## config.mk

```make
export PLATFORM = sky130hd
export DESIGN_NAME = nand_layout_reorder
export DESIGN_NICKNAME = d
export VERILOG_FILES = /design/src/rtl/nrl_pkg.sv /design/src/rtl/nrl_walker.sv /design/src/rtl/nrl_addr_map.sv /design/src/rtl/nand_layout_reorder.sv
export SDC_FILE = /design/constraint.sdc
export NUM_CORES = 1
export LEC_CHECK = 0
export CELL_PAD_IN_SITES_DETAIL_PLACEMENT = 0
export CELL_PAD_IN_SITES_GLOBAL_PLACEMENT = 2
export CORE_MARGIN = 2
export CORE_UTILIZATION = 42
export DETAILED_ROUTE_END_ITERATION = 10
export HOLD_SLACK_MARGIN = 0.03
export MAX_ROUTING_LAYER = met4
export PLACE_DENSITY_LB_ADDON = 0.1
export SLEW_MARGIN = 20
export SYNTH_ARGS = -nofsm -noshare
export SYNTH_HDL_FRONTEND = slang
export SYNTH_SLANG_ARGS = --single-unit
```

## constraint.sdc

```tcl
create_clock -name clk -period 12.93 [get_ports clk]
set_clock_uncertainty 0.15 [all_clocks]
set_input_delay 1.9395 -clock clk [delete_from_list [all_inputs] [get_ports clk]]
set_output_delay 1.9395 -clock clk [all_outputs]
set_load 0.01 [all_outputs]
```

## src/rtl/nrl_pkg.sv

```systemverilog
package nrl_pkg;
    localparam int ECC_FIELD = 32;
    localparam int ECC_USED  = 30;

    typedef enum logic [1:0] {
        RG_DATA  = 2'd0,
        RG_SPARE = 2'd1,
        RG_ECC   = 2'd2
    } region_e;
endpackage

```

## src/rtl/nrl_walker.sv

```systemverilog
module nrl_walker
    import nrl_pkg::*;
#(
    parameter int SECT_W = 4,
    parameter int DLEN_W = 12,
    parameter int SLEN_W = 8
) (
    input  logic              clk,
    input  logic              rst_n,
    input  logic              start,
    input  logic              dir,
    input  logic [SECT_W-1:0] cfg_sect_cnt,
    input  logic [DLEN_W-1:0] cfg_data_len,
    input  logic [SLEN_W-1:0] cfg_spare_len,
    input  logic              cfg_last_en,
    input  logic [DLEN_W-1:0] cfg_last_data_len,
    input  logic [SLEN_W-1:0] cfg_last_spare_len,
    output logic              busy,
    output logic              done,
    output logic              dir_o,
    output logic [SECT_W-1:0] sect_o,
    output region_e           region_o,
    output logic [DLEN_W-1:0] byte_o,
    output logic [SECT_W-1:0] n_o,
    output logic [DLEN_W-1:0] dlen_o,
    output logic [SLEN_W-1:0] slen_o,
    output logic              last_en_o,
    output logic [DLEN_W-1:0] ldlen_o,
    output logic [SLEN_W-1:0] lslen_o
);
    typedef struct packed {
        logic              busy;
        logic              done;
        logic              dir;
        logic [SECT_W-1:0] sect;
        region_e           region;
        logic [DLEN_W-1:0] byte_idx;
        logic [SECT_W-1:0] n;
        logic [DLEN_W-1:0] dlen;
        logic [SLEN_W-1:0] slen;
        logic              last_en;
        logic [DLEN_W-1:0] ldlen;
        logic [SLEN_W-1:0] lslen;
    } walk_t;

    walk_t st_d, st_q;

    function automatic region_e first_region(input logic [DLEN_W-1:0] dl,
                                             input logic [SLEN_W-1:0] sl);
        if (dl != '0)      return RG_DATA;
        else if (sl != '0) return RG_SPARE;
        else               return RG_ECC;
    endfunction

    logic              cur_is_last, nxt_is_last;
    logic [DLEN_W-1:0] cur_dlen, nxt_dlen, cur_len;
    logic [SLEN_W-1:0] cur_slen, nxt_slen;
    logic [SECT_W-1:0] final_sect;
    logic              at_end;

    always_comb begin
        cur_is_last = st_q.last_en && (st_q.sect == st_q.n);
        nxt_is_last = st_q.last_en && ((st_q.sect + SECT_W'(1)) == st_q.n);
        cur_dlen    = cur_is_last ? st_q.ldlen : st_q.dlen;
        cur_slen    = cur_is_last ? st_q.lslen : st_q.slen;
        nxt_dlen    = nxt_is_last ? st_q.ldlen : st_q.dlen;
        nxt_slen    = nxt_is_last ? st_q.lslen : st_q.slen;
        final_sect  = st_q.last_en ? st_q.n : (st_q.n - SECT_W'(1));
        case (st_q.region)
            RG_DATA:  cur_len = cur_dlen;
            RG_SPARE: cur_len = DLEN_W'(cur_slen);
            default:  cur_len = DLEN_W'(ECC_FIELD);
        endcase
        at_end = (st_q.byte_idx == (cur_len - DLEN_W'(1)));
    end

    always_comb begin
        st_d      = st_q;
        st_d.done = 1'b0;
        if (!st_q.busy) begin
            if (start) begin
                st_d.busy     = 1'b1;
                st_d.dir      = dir;
                st_d.n        = cfg_sect_cnt;
                st_d.dlen     = cfg_data_len;
                st_d.slen     = cfg_spare_len;
                st_d.last_en  = cfg_last_en;
                st_d.ldlen    = cfg_last_data_len;
                st_d.lslen    = cfg_last_spare_len;
                st_d.sect     = '0;
                st_d.byte_idx = '0;
                if (cfg_last_en && (cfg_sect_cnt == '0))
                    st_d.region = first_region(cfg_last_data_len, cfg_last_spare_len);
                else
                    st_d.region = first_region(cfg_data_len, cfg_spare_len);
            end
        end else if (at_end) begin
            st_d.byte_idx = '0;
            case (st_q.region)
                RG_DATA:  st_d.region = (cur_slen != '0) ? RG_SPARE : RG_ECC;
                RG_SPARE: st_d.region = RG_ECC;
                default: begin
                    if (st_q.sect == final_sect) begin
                        st_d.busy = 1'b0;
                        st_d.done = 1'b1;
                    end else begin
                        st_d.sect   = st_q.sect + SECT_W'(1);
                        st_d.region = first_region(nxt_dlen, nxt_slen);
                    end
                end
            endcase
        end else begin
            st_d.byte_idx = st_q.byte_idx + DLEN_W'(1);
        end
    end

    always_ff @(posedge clk or negedge rst_n) begin
        if (!rst_n) begin
            st_q        <= '0;
            st_q.region <= RG_DATA;
        end else begin
            st_q <= st_d;
        end
    end

    assign busy      = st_q.busy;
    assign done      = st_q.done;
    assign dir_o     = st_q.dir;
    assign sect_o    = st_q.sect;
    assign region_o  = st_q.region;
    assign byte_o    = st_q.byte_idx;
    assign n_o       = st_q.n;
    assign dlen_o    = st_q.dlen;
    assign slen_o    = st_q.slen;
    assign last_en_o = st_q.last_en;
    assign ldlen_o   = st_q.ldlen;
    assign lslen_o   = st_q.lslen;

    // done follows the final busy cycle and never overlaps busy
    a_r10_done_after_pass: assert property (@(posedge clk) disable iff (!rst_n)
        st_q.done |-> (!st_q.busy && $past(st_q.busy)));

    // latched layout holds for the whole pass
    a_r9_cfg_held: assert property (@(posedge clk) disable iff (!rst_n)
        (st_q.busy && $past(st_q.busy)) |->
            ($stable(st_q.n) && $stable(st_q.dlen) && $stable(st_q.slen) &&
             $stable(st_q.last_en) && $stable(st_q.ldlen) &&
             $stable(st_q.lslen) && $stable(st_q.dir)));

    // the walker never sits in an empty region
    a_r8_byte_in_region: assert property (@(posedge clk) disable iff (!rst_n)
        st_q.busy |-> (st_q.byte_idx < cur_len));
endmodule

```

## src/rtl/nrl_addr_map.sv

```systemverilog
module nrl_addr_map
    import nrl_pkg::*;
#(
    parameter int SECT_W = 4,
    parameter int DLEN_W = 12,
    parameter int SLEN_W = 8,
    parameter int ADDR_W = 16
) (
    input  logic              dir,
    input  logic [SECT_W-1:0] n,
    input  logic [DLEN_W-1:0] dlen,
    input  logic [SLEN_W-1:0] slen,
    input  logic              last_en,
    input  logic [DLEN_W-1:0] ldlen,
    input  logic [SLEN_W-1:0] lslen,
    input  logic [SECT_W-1:0] sect,
    input  region_e           region,
    input  logic [DLEN_W-1:0] byte_idx,
    output logic [ADDR_W-1:0] src_addr,
    output logic [ADDR_W-1:0] dst_addr,
    output logic              pad
);
    logic              is_last;
    logic [ADDR_W-1:0] tot_data, tot_spare, pitch, sect_a, byte_a;
    logic [ADDR_W-1:0] cur_d, cur_s, ilv_addr, grp_addr;

    always_comb begin
        is_last   = last_en && (sect == n);
        sect_a    = ADDR_W'(sect);
        byte_a    = ADDR_W'(byte_idx);
        cur_d     = is_last ? ADDR_W'(ldlen) : ADDR_W'(dlen);
        cur_s     = is_last ? ADDR_W'(lslen) : ADDR_W'(slen);
        tot_data  = ADDR_W'(n) * ADDR_W'(dlen)  + (last_en ? ADDR_W'(ldlen) : '0);
        tot_spare = ADDR_W'(n) * ADDR_W'(slen)  + (last_en ? ADDR_W'(lslen) : '0);
        pitch     = ADDR_W'(dlen) + ADDR_W'(slen) + ADDR_W'(ECC_FIELD);
        case (region)
            RG_DATA: begin
                ilv_addr = sect_a * pitch + byte_a;
                grp_addr = sect_a * ADDR_W'(dlen) + byte_a;
            end
            RG_SPARE: begin
                ilv_addr = sect_a * pitch + cur_d + byte_a;
                grp_addr = tot_data + sect_a * ADDR_W'(slen) + byte_a;
            end
            default: begin
                ilv_addr = sect_a * pitch + cur_d + cur_s + byte_a;
                grp_addr = tot_data + tot_spare + sect_a * ADDR_W'(ECC_FIELD) + byte_a;
            end
        endcase
        src_addr = dir ? grp_addr : ilv_addr;
        dst_addr = dir ? ilv_addr : grp_addr;
        pad      = dir && (region == RG_ECC) && (byte_idx >= DLEN_W'(ECC_USED));
    end
endmodule

```

## src/rtl/nand_layout_reorder.sv

```systemverilog
module nand_layout_reorder
    import nrl_pkg::*;
#(
    parameter int SECT_W = 4,
    parameter int DLEN_W = 12,
    parameter int SLEN_W = 8,
    parameter int ADDR_W = 16
) (
    input  logic              clk,
    input  logic              rst_n,
    input  logic              start,
    input  logic              dir,
    input  logic [SECT_W-1:0] cfg_sect_cnt,
    input  logic [DLEN_W-1:0] cfg_data_len,
    input  logic [SLEN_W-1:0] cfg_spare_len,
    input  logic              cfg_last_en,
    input  logic [DLEN_W-1:0] cfg_last_data_len,
    input  logic [SLEN_W-1:0] cfg_last_spare_len,
    output logic              busy,
    output logic              out_valid,
    output logic [ADDR_W-1:0] src_addr,
    output logic [ADDR_W-1:0] dst_addr,
    output logic              pad_ff,
    output logic              done
);
    logic              w_dir, w_last_en, map_pad;
    logic [SECT_W-1:0] w_sect, w_n;
    region_e           w_region;
    logic [DLEN_W-1:0] w_byte, w_dlen, w_ldlen;
    logic [SLEN_W-1:0] w_slen, w_lslen;

    nrl_walker #(.SECT_W(SECT_W), .DLEN_W(DLEN_W), .SLEN_W(SLEN_W)) walker_i (
        .clk(clk), .rst_n(rst_n), .start(start), .dir(dir),
        .cfg_sect_cnt(cfg_sect_cnt), .cfg_data_len(cfg_data_len),
        .cfg_spare_len(cfg_spare_len), .cfg_last_en(cfg_last_en),
        .cfg_last_data_len(cfg_last_data_len), .cfg_last_spare_len(cfg_last_spare_len),
        .busy(busy), .done(done), .dir_o(w_dir), .sect_o(w_sect),
        .region_o(w_region), .byte_o(w_byte), .n_o(w_n), .dlen_o(w_dlen),
        .slen_o(w_slen), .last_en_o(w_last_en), .ldlen_o(w_ldlen), .lslen_o(w_lslen)
    );

    nrl_addr_map #(.SECT_W(SECT_W), .DLEN_W(DLEN_W), .SLEN_W(SLEN_W), .ADDR_W(ADDR_W)) map_i (
        .dir(w_dir), .n(w_n), .dlen(w_dlen), .slen(w_slen), .last_en(w_last_en),
        .ldlen(w_ldlen), .lslen(w_lslen), .sect(w_sect), .region(w_region),
        .byte_idx(w_byte), .src_addr(src_addr), .dst_addr(dst_addr), .pad(map_pad)
    );

    assign out_valid = busy;
    assign pad_ff    = busy && map_pad;

    logic [ADDR_W-1:0] ilv_side;
    assign ilv_side = w_dir ? dst_addr : src_addr;

    // the interleaved side advances by one on every consecutive valid cycle
    a_r3_ilv_contiguous: assert property (@(posedge clk) disable iff (!rst_n)
        (out_valid && $past(out_valid)) |-> (ilv_side == $past(ilv_side) + ADDR_W'(1)));

    // every pass opens at offset zero on both sides
    a_r2_first_pair_zero: assert property (@(posedge clk) disable iff (!rst_n)
        $rose(out_valid) |-> (src_addr == '0 && dst_addr == '0));

    // padding marks appear only in write passes
    a_r6_pad_write_only: assert property (@(posedge clk) disable iff (!rst_n)
        pad_ff |-> (out_valid && w_dir));
endmodule

```

==> results_dict.tcl, run 1 <==
set metrics [dict create \
    status "completed" \
    num_rows 73 \
    critical_path.max_stage_delay_ps 640 \
    holdPathStages 1 \
    r2r-start "walker_i.n_o[3]" \
    cts-resized-gates 0 \
    required_ps 10840 \
    fin_setup_tns_ps 0 \
    finalCritPeriodShare 0.9010 \
    end_kind "primary output" \
    tightestPinTransition_ps 1075 \
    drc 0 \
    dpl.hpwl_um 48730 \
    grt_antenna_before_repair 4 \
    post-route-min-period_ps 11650 \
    die_h_um 203.9 \
    clk_path_buf_depth 2 \
    clock_latency_ps 340 \
    cts_buffers 9 \
    cts_setup_buffers 0 \
    cts_hold_buf 0 \
    syn_area_um2 16780 \
    async_flop_share 1.000 \
    cts_tree "built" \
    cap_violations 0 \
    start_util 0.4243 \
    finalHoldViolCount 0 \
    grt_pass1_vias 15250 \
    yosysMostFrequentCell "nand2_1" \
    ys_seq_elements 66 \
    nets 2510 \
    crit_type "register to primary output" \
    reg2reg_depth 14 \
    cpMaxStageDelayCell "clkdlybuf4s50_1" \
    fp.coreArea_um2 39550 \
    hold_class "register to register" \
    max_freq_mhz 85.83 \
    ant_nets 0 \
    post-synth-top-area-fraction 0.2088 \
    ys_top_cells_by_area "fa_1, ha_1, dfrtp_1" \
    grt_max_degree 67 \
    worstPathArrival_ps 9560 \
    synth_edf_count 0 \
    wl_per_cell_um 22.77 \
    clock-sinks 66 \
    area_growth_pct 10.04 \
    die-area_um2 41570 \
    syn_area_per_cell_um2 8.063 \
    path_delay_family "compound AO/OA/AOI/OAI gates" \
    min_from "walker_i.dlen_o[6]" \
    yosysTopAreaCell "fa_1" \
    place_congestion 0.9423 \
    synthCells 2081 \
    cts_root_buf "clkbuf_16" \
    rrSetupSlack_ps 6470 \
    timing.rr.end "walker_i.region_o[0]" \
    ys.flop_type "dfrtp_1" \
    grt_pass1_wl_um 92680 \
    synth_fp_nets 2475 \
    cts_htree_levels 3 \
    io-pin-count 85 \
    num_vias 15440 \
    setup_viol 0 \
    drive_gt1_frac 0.05752 \
    overflow 0 \
    ys_warn_count 0 \
    cp_max_fo 13 \
    port_buffers 84 \
    yosysUniqueCellTypes 78 \
    wl_um 60290 \
    crit_buf_inv 4 \
    hold_path_end "walker_i.dlen_o[6]" \
    vias_per_cell 5.830 \
    start_kind "register" \
    synthTopCellsByCount "nand2_1, inv_1, fa_1, ha_1, nor2_1" \
    die_x_um 203.9 \
    cts.clk_slew.worst_paths_ps 60 \
    relSlewSlack 0.2648 \
    maxSlewViolCount 0 \
    first_iter_violations 1168 \
    rsz0062_at_grt "false" \
    track_usage 0.3037 \
    synth_seq_area_share 0.09843 \
    dr.pass1.iters 7 \
]
worst reg2reg max path, cell delays in order, from the launching register on:
cell and delay, ps:
dfrtp_1 880, xor2_1 360, nand3b_1 620, nor2_4 600, mux2i_1 560, a211oi_1 230, inv_1 110, ha_1 240
o311ai_1 230, or4_1 530, o31a_1 320, a311oi_2 280, nor3_1 110, o21ai_1 690, a211oi_1 350
routing by layer:
layer  track usage  wire length (um)  vias to the layer above
li1              -                 -                     7174
met1        0.4257             28050                     7655
met2        0.4683             26890                      512
met3       0.02280              3228                       96
met4       0.09515              2120                        0
met5             -                 0                        -
sequential cells by signal, indices dropped and copies added, names as in the netlist:
| signal | cells |
|---|---|
| walker_i.region_o | 2 |
| walker_i.last_en_o | 1 |
| walker_i.lslen_o | 8 |
| walker_i.dlen_o | 12 |
| walker_i.slen_o | 8 |
| walker_i.sect_o | 4 |
| walker_i.dir_o | 1 |
| walker_i.n_o | 4 |
| walker_i.done | 1 |
| walker_i.busy | 1 |
| walker_i.byte_o | 12 |
| walker_i.ldlen_o | 12 |
metrics by stage:
stage / std cells / setup slack, ps / hold slack (ps) / util / instance area [um^2]
3_3_place_gp: 2630 / 2004 / 340.7 / 0.4591 / 18160
4_1_cts: 2646 / 1415 / 363.0 / 0.4667 / 18460
3_5_place_dp: 2630 / 1782 / 349.4 / 0.4591 / 18160
5_1_grt: 2648 / 571.6 / 383.3 / 0.4669 / 18460
2_1_floorplan: 2081 / 3458 / 361.2 / - / 16780
6_report: 2648 / 1280 / 361.3 / 0.4669 / 18460
placed cells by master (no fill, tap or decap), drive strengths merged, types with 7 or more instances in the layout:
| cell type | n |
|---|---|
| nor2 | 104 |
| o21a | 22 |
| nor4 | 20 |
| dfrtp | 66 |
| or4 | 7 |
| nand2 | 267 |
| o22ai | 12 |
| o31ai | 12 |
| nand4 | 10 |
| nor3 | 69 |
| a211oi | 26 |
| xnor2 | 64 |
| and3 | 28 |
| o2111ai | 7 |
| mux2 | 46 |
| clkdlybuf4s50 | 83 |
| fa | 175 |
| nand3 | 40 |
| ha | 170 |
| a2111oi | 7 |
| clkbuf | 9 |
| and2 | 90 |
| o31a | 13 |
| a21oi | 86 |
| o311ai | 7 |
| nand2b | 17 |
| a31oi | 23 |
| inv | 245 |
| a21o | 21 |
| or3 | 18 |
| o211ai | 15 |
| nor2b | 25 |
| or2 | 8 |
| o21ai | 96 |
| buf | 35 |
| nand3b | 9 |
| xor2 | 41 |
| mux2i | 47 |
layout make-up:
cell class	count	area, um^2
Multi-Input combinational cell	1675	13830
Fill cell	3988	21090
Sequential cell	66	1654
Clock buffer	9	225.2
Tap cell	525	656.9
Inverter	246	923.4
Clock inverter	7	77.57
Timing Repair Buffer	118	1091
Antenna cell	2	5.005
logic make-up after synthesis:
group,count (synthesis),share of synthesized area
adders and majority gates,345,0.3355
muxes,95,0.06159
other,2,0.0004476
buffers and inverters,340,0.07777
and+or+nand+nor,733,0.2145
DFF,66,0.09843
AOI/OAI and AO/OA,395,0.1547
xor gates and xnor gates,105,0.05704
how the worst max path moves through the flow:
stage,endpoint,from,cells past startpoint,slack [ps]
2_1_floorplan,src_addr[14],walker_i.slen_o[1],32,3460
3_3_place_gp,dst_addr[14],walker_i.dlen_o[0],33,2000
4_1_cts,src_addr[14],walker_i.dlen_o[0],34,1420
6_report,src_addr[14],walker_i.dlen_o[0],34,1280
3_5_place_dp,src_addr[14],walker_i.dlen_o[0],34,1780
5_1_grt,dst_addr[14],walker_i.dlen_o[0],33,570
Power of run 1 is not shown: default switching activity piles up to over one toggle a cycle in this logic, so the estimate is an artifact.
==> run 2, diff against run 1 <==
- CORE_UTILIZATION: 42 -> 35
- GPL_TIMING_DRIVEN: not set -> 1
- clock period: 12.93 -> 10.5 ns (I/O delays scaled with it)
==> run 2 against run 1 <==
  * Cell count rose by 4.7%
  * Flip-flop and latch count unchanged
  * Worst hold slack better by 100 ps
  * Critical path depth grew 1
  * Utilization down 6.7 points
  * Clock-buffer cell count rose by 1
  * Register-to-register slack got worse by 2400 ps
  * Non-clock buffer count grew 35
  * First-iteration DRC count decreased by 17%
  * Critical path type unchanged
==> results_dict.tcl, run 2 (synthesis gave the netlist of run 1 again) <==
set metrics [dict create \
    status "completed" \
    drive_gt1_frac 0.08488 \
    finalCritPeriodShare 0.9458 \
    max_freq_mhz 100.7 \
    nets 2545 \
    cp_max_fo 5 \
    setup_viol 0 \
    ant_nets 0 \
    cts.clk_slew.worst_paths_ps 70 \
    maxSlewViolCount 0 \
    first_iter_violations 975 \
    grt_max_degree 47 \
    cap_violations 0 \
    drc 0 \
    wl_per_cell_um 24.02 \
    crit_type "register to primary output" \
    num_vias 15450 \
    cts_root_buf "clkbuf_16" \
    port_buffers 84 \
    cpMaxStageDelayCell "fa_1" \
    rsz0062_at_grt "false" \
    fp.coreArea_um2 47550 \
    finalHoldViolCount 0 \
    end_kind "primary output" \
    vias_per_cell 5.574 \
    dpl.hpwl_um 54950 \
    critical_path.max_stage_delay_ps 530 \
    cts_buffers 9 \
    fin_cells 2772 \
    wl_um 66600 \
    clock_latency_ps 390 \
    hold_class "register to register" \
    r2r-start "walker_i.n_o[3]" \
    area_growth_pct 13.26 \
    start_util 0.3529 \
    required_ps 8780 \
    io-pin-count 85 \
    most-common-layout-cells "nand2_1, inv_1, fa_1" \
    grt_pass1_vias 15680 \
    overflow 0 \
    path_delay_family "adder cells" \
    worstPathArrival_ps 8210 \
    die_h_um 223.0 \
    place_inst 2753 \
    start_kind "register" \
    cp-startpoint "walker_i.slen_o[0]" \
    grt_antenna_before_repair 1 \
    relSlewSlack 0.2832 \
    tightestPinTransition_ps 1074 \
    clk_path_buf_depth 2 \
    min_from "walker_i.ldlen_o[11]" \
    crit_top_cell "ha_1" \
    dr.pass1.iters 6 \
    clock-sinks 66 \
    die_x_um 223.0 \
    crit_buf_inv 5 \
    post-route-min-period_ps 9931 \
    layout_commonest_cell "nand2_1" \
    die-area_um2 49710 \
    place_congestion 0.9031 \
    cts_htree_levels 3 \
    fin_setup_tns_ps 0 \
    num_rows 80 \
    track_usage 0.2786 \
    grt_pass1_wl_um 99650 \
    cts_tree "built" \
]
## run 2: worst reg2reg max path: cells and delay by family, from the launching register on
| family | cells | cell delay [ps] |
|---|---|---|
| AO/OA/AOI/OAI | 5 | 2030 |
| XOR/XNOR | 1 | 170 |
| adder cells (fa/ha/maj) | 1 | 240 |
| buffers and inverters | 3 | 640 |
| flip-flops | 1 | 710 |
| multiplexers | 1 | 870 |
| AND/OR/NAND/NOR | 5 | 1420 |
## run 2: final cells by class
cell class | instances | area [um^2]
diodes | 1 | 2.502
clock buffers | 10 | 239.0
clock inverters | 6 | 65.06
fillers | 4879 | 28540
inverters | 246 | 923.4
multi-input cells | 1675 | 13980
flip-flops and latches | 66 | 1655
well taps | 615 | 769.5
repair buffers | 153 | 1371
## run 2: routing by layer
metal,global-route usage,part of all wire,vias up
met5,-,0,-
met4,0.07534,0.026,0
met3,0.02924,0.042,73
met2,0.4705,0.48,408
met1,0.3557,0.45,7716
li1,-,-,7255
## run 2: final timing paths
check	end	slack, ps	cells past startpoint
hold reg to reg	walker_i.ldlen_o[11]	460	1
hold / removal	walker_i.ldlen_o[11]	460	1
setup / recovery	src_addr[15]	570	35
setup reg to reg	walker_i.byte_o[10]	4110	16
min in group asynchronous	walker_i.slen_o[7]	940	1
max in group asynchronous	walker_i.region_o[0]	8160	2
## run 2: repair_timing
| item | CTS | global route |
|---|---|---|
| setup buffers | 0 | 2 |
| resized for setup | 5 | 32 |
| hold buffers | 0 | 0 |
| setup endpoints to repair | 2 | 8 |
| pin swaps | 0 | 3 |
## run 2: stage by stage
stage	area (um^2)	worst slack (ps)	hold WS, ps	util
final	19000	568.9	461.6	0.3997
after global routing	19000	66.26	476.8	0.3997
after CTS	18860	5.456	452.0	0.3966
after detailed placement	18530	244.1	440.2	0.3897
after global placement	18530	249.4	431.6	0.3897
after floorplan	16780	1393	361.2	-
Power of run 2 is left out for the same reason.
